--- config.mk ---
export PLATFORM = sky130hd
export DESIGN_NAME = prg_bank_xlate
export DESIGN_NICKNAME = d
export VERILOG_FILES = /design/src/rtl/prg_bank_xlate.sv
export SDC_FILE = /design/constraint.sdc
export NUM_CORES = 1
export LEC_CHECK = 0
export BUFFER_PORTS_ARGS = -buffer_cell sky130_fd_sc_hd__buf_2
export CAP_MARGIN = 10
export CELL_PAD_IN_SITES_DETAIL_PLACEMENT = 0
export CELL_PAD_IN_SITES_GLOBAL_PLACEMENT = 1
export CORE_MARGIN = 4
export CORE_UTILIZATION = 44
export DETAILED_ROUTE_END_ITERATION = 8
export GPL_TIMING_DRIVEN = 0
export HOLD_SLACK_MARGIN = 0.02
export PLACE_DENSITY = 0.92
export SETUP_SLACK_MARGIN = 0.3
export SYNTH_ARGS = -nofsm -noshare
export SYNTH_HDL_FRONTEND = slang
export SYNTH_SLANG_ARGS = --single-unit
--- constraint.sdc ---
create_clock -name clk -period 5.85 [get_ports clk]
set_clock_uncertainty 0.05 [all_clocks]
set_input_delay 0.2925 -clock clk [delete_from_list [all_inputs] [get_ports clk]]
set_output_delay 0.2925 -clock clk [all_outputs]
set_load 0.005 [all_outputs]
--- src/rtl/prg_bank_xlate.sv ---
module prg_bank_xlate (
  input  logic        clk,
  input  logic        rst_n,
  input  logic        reg_wr,
  input  logic [2:0]  reg_sel,
  input  logic [7:0]  reg_wdata,
  input  logic [15:0] cpu_addr,
  input  logic        cpu_write,
  output logic        rom_ce,
  output logic [19:0] rom_addr,
  output logic [1:0]  ram_ce,
  output logic [16:0] ram_addr,
  output logic        ram_we
);

  logic [1:0] mode, key_a, key_b;
  logic [7:0] page [5];

  always_ff @(posedge clk or negedge rst_n) begin
    if (!rst_n) begin
      mode  <= 2'd3;
      key_a <= 2'd0;
      key_b <= 2'd0;
      for (int i = 0; i < 4; i++) page[i] <= 8'h00;
      page[4] <= 8'hFF;
    end else if (reg_wr) begin
      case (reg_sel)
        3'd0:    mode  <= reg_wdata[1:0];
        3'd1:    key_a <= reg_wdata[1:0];
        3'd2:    key_b <= reg_wdata[1:0];
        default: page[3'(reg_sel - 3'd3)] <= reg_wdata;
      endcase
    end
  end

  logic [2:0] idx;
  logic [1:0] repl;
  logic [7:0] sel;
  logic [6:0] eff;
  logic       mapped, is_ram;

  always_comb begin
    idx  = 3'd0;
    repl = 2'b00;
    if (cpu_addr[15]) begin
      case (mode)
        2'd0: begin idx = 3'd4; repl = 2'b11; end
        2'd1: begin idx = cpu_addr[14] ? 3'd4 : 3'd2; repl = 2'b01; end
        2'd2: begin
          if (!cpu_addr[14]) begin idx = 3'd2; repl = 2'b01; end
          else idx = cpu_addr[13] ? 3'd4 : 3'd3;
        end
        default: idx = 3'd1 + {1'b0, cpu_addr[14:13]};
      endcase
    end
  end

  assign sel    = page[idx];
  assign eff    = {sel[6:2], repl[1] ? cpu_addr[14] : sel[1], repl[0] ? cpu_addr[13] : sel[0]};
  assign mapped = cpu_addr[15] | (cpu_addr[14:13] == 2'b11);
  assign is_ram = mapped & (~cpu_addr[15] | ((idx != 3'd4) & ~sel[7]));

  assign rom_ce   = mapped & ~is_ram;
  assign ram_ce   = {is_ram & eff[2], is_ram & ~eff[2]};
  assign ram_we   = is_ram & cpu_write & (key_a == 2'b10) & (key_b == 2'b01);
  assign rom_addr = {eff, cpu_addr[12:0]};
  assign ram_addr = {eff[3:0], cpu_addr[12:0]};

endmodule

==> results.json <==
{
  "grtUsageMet1_pct": 20.6,
  "dr_total_vias": 1907,
  "synthArstFlopShare_pct": 100,
  "required_ps": 5510,
  "yosysTopAreaCell": "dfrtp_1",
  "synth_top_cell_area_share_pct": 33.6,
  "yosysSeqAreaShare_pct": 42.4,
  "final-setup-viol-count": 0,
  "rsz0062_at_grt": "false",
  "dieArea_mm2": 0.00740,
  "worst_slew_pin_slew_ps": 990,
  "cp_max_fo": 8,
  "switching_power_mw": 0.310,
  "synth_nets": 267,
  "dp.cells": 361,
  "drcViolationCount": 0,
  "fin_crit_ps": 2950,
  "grt_pass1_vias": 1793,
  "p_seq_share_pct": 45.3,
  "avgRoutedWirePerCell_um": 14.8,
  "max_cap_violations": 0,
  "status": "finished clean",
  "insertion_delay_ps": 300,
  "critPathKind": "reg2out",
  "wl_mm": 5.48,
  "synth.top_cells.by_count": "mux2_2, dfrtp_1, buf_4, nand2_1",
  "portBuffers": 57,
  "syn_area_mm2": 0.00268,
  "power.share.combinational_pct": 32.5,
  "tns_ps": 0,
  "ir_worst_vdd_uv": 206,
  "power.share.clock_pct": 22.1,
  "yosysUniqueCellTypes": 53,
  "initial_core_util_pct": 45.3,
  "layout-drive-gt1-share_pct": 55.1,
  "fmax_mhz": 339,
  "multi_input_area_mm2": 0.00126,
  "setup_slack_ps": 2900,
  "grt_use_total_pct": 15.1,
  "rows": 28,
  "post-place-ws_ps": 3130,
  "die_w_um": 86.0,
  "instances_no_fill": 369,
  "synth_most_common_cell": "mux2_2",
  "syn_area_per_cell_um2": 11.7,
  "htreeDepth": 2,
  "cp-end-kind": "output pin",
  "cts_setup_buffers": 0,
  "hpwlAfterDp_mm": 4.08,
  "synth_seq_cells": 45,
  "cp.arrival_ps": 2610,
  "post-route-util_pct": 53.6,
  "synth_cells": 229,
  "cts_root_buf": "clkbuf_8",
  "slew_violations": 0,
  "die_h_um": 86.0,
  "cts_resized": 0,
  "cts_hold_buffers": 0,
  "grtUsageMet3_pct": 2.40,
  "antenna_found_initial": 0,
  "timing.slew.headroom_pct": 34.0,
  "finalCritPeriodShare_pct": 50.4,
  "cts_sinks": 45,
  "ios": 72,
  "use_met2_pct": 24.2,
  "overflow": 0,
  "cts-buffers-inserted": 5,
  "regArea_mm2": 0.00114,
  "start_kind": "register",
  "grt_max_degree": 46,
  "leakage_nw": 1.50,
  "path_clk_slew_ps": 80,
  "p_per_area_mw_per_mm2": 333,
  "synth_edf_count": 0,
  "ys.flop_type": "dfrtp_1",
  "cts_buffer_depth": 2,
  "gp_congestion": 0.802,
  "ys.warnings.count": 0,
  "finalNetCount": 331,
  "grt-busiest-layer": "met2",
  "switching_share_pct": 29.4,
  "fillers": 535,
  "hold_path.class": "in2async",
  "synth.area.top_cells": "dfrtp_1, mux2_2, dfstp_2, buf_4, mux2i_1",
  "timing.final.hold_violations": 0,
  "firstDrtPassIters": 4,
  "viasPerCell": 5.17,
  "drtIter0Drc": 102,
  "grt_pass1_wl_mm": 8.79,
  "tritoncts": "built",
  "worst_hold_slack_ps": 102,
  "coreArea_mm2": 0.00592,
  "p_int_mw": 0.746,
  "final_antenna_net_count": 0,
  "diodes": 0,
  "area_growth_pct": 18.3
}
## area by class of cell
class	count	share of cell area (%)
clock buffers	6	2.29
well taps	75	2.96
multi-input cells	141	39.7
clock inverters	2	1.22
repair buffers	57	9.00
inverters	7	0.829
flip-flops and latches	45	35.9
plain buffers	36	8.13
## state kept, by name (all words and copies together), names as in the netlist
signal,count
key_a,2
key_b,2
mode,2
page,39
## cells in the final DEF, fill, tap and decap left out, types with 3 or more instances in the layout
master / netlist / routed
buf_2: 4 / 61
mux2_2: 40 / 40
dfrtp_1: 36 / 36
buf_4: 31 / 31
nand2_1: 11 / 11
mux2i_1: 9 / 9
dfstp_2: 9 / 9
ha_1: 7 / 7
inv_1: 6 / 6
nor2_1: 5 / 5
clkbuf_8: 0 / 5
nand2b_1: 4 / 4
a21oi_1: 4 / 4
nor2b_1: 4 / 4
mux2_1: 4 / 4
nor3_1: 3 / 3
a222oi_1: 3 / 3
o21ai_1: 3 / 3
a211oi_1: 3 / 3
nor3_4: 3 / 3
## kinds of logic (layout without fill, tap and decap cells)
family / count (synthesis) / in the layout / share of synthesized area [%]
muxes: 54 / 54 / 22.4
DFF: 45 / 45 / 42.4
and+or+nand+nor: 43 / 43 / 10.8
buffers and inverters: 43 / 108 / 10.6
AOI/OAI and AO/OA: 35 / 35 / 9.90
adders and majority gates: 7 / 7 / 3.27
xor gates and xnor gates: 2 / 2 / 0.654
## per-stage QoR
| step | cell area [µm²] | power (mW) |
|---|---|---|
| after floorplan | 2680 | 0.717 |
| after global placement | 3060 | 0.817 |
| after detailed placement | 3060 | 0.831 |
| after CTS | 3170 | 1.06 |
| after global routing | 3170 | 1.12 |
| final | 3170 | 1.06 |
## path summary, 6_finish.rpt
check / cells after the start / startpoint / slack, ps / endpoint
setup / recovery: 8 / mode[0] / 2900 / rom_addr[13]
hold / removal: 1 / rst_n / 100 / key_a[1]
setup reg to reg: 2 / mode[1] / 4850 / mode[1]
hold reg to reg: 1 / page[9] / 440 / page[9]
max in group asynchronous: 1 / rst_n / 5030 / page[13]
min in group clk: 3 / reg_wdata[7] / 180 / page[15]
## power by group through the flow
stage / combinational, mW / clock, mW / sequential, mW
final: 0.344 / 0.234 / 0.479
after global routing: 0.381 / 0.251 / 0.491
after CTS: 0.349 / 0.237 / 0.478
after detailed placement: 0.347 / 0 / 0.484
after global placement: 0.339 / 0 / 0.478
after floorplan: 0.251 / 0 / 0.466
## critical path, cell delays in order, from the launching register on
cell and delay [ps]:
dfstp_2 610, mux2i_2 340, a21oi_2 160, nand2b_1 160, buf_2 200, o32a_1 340
a31oi_1 250, buf_4 150, buf_2 100
## metal layers
layer  vias to the layer above  wire length (µm)
met5                         -                 0
met4                         0                85
met3                         7               368
met2                        63              2530
met1                       912              2490
li1                        925                 -
Note: power is estimated with default switching activity, not from simulation.
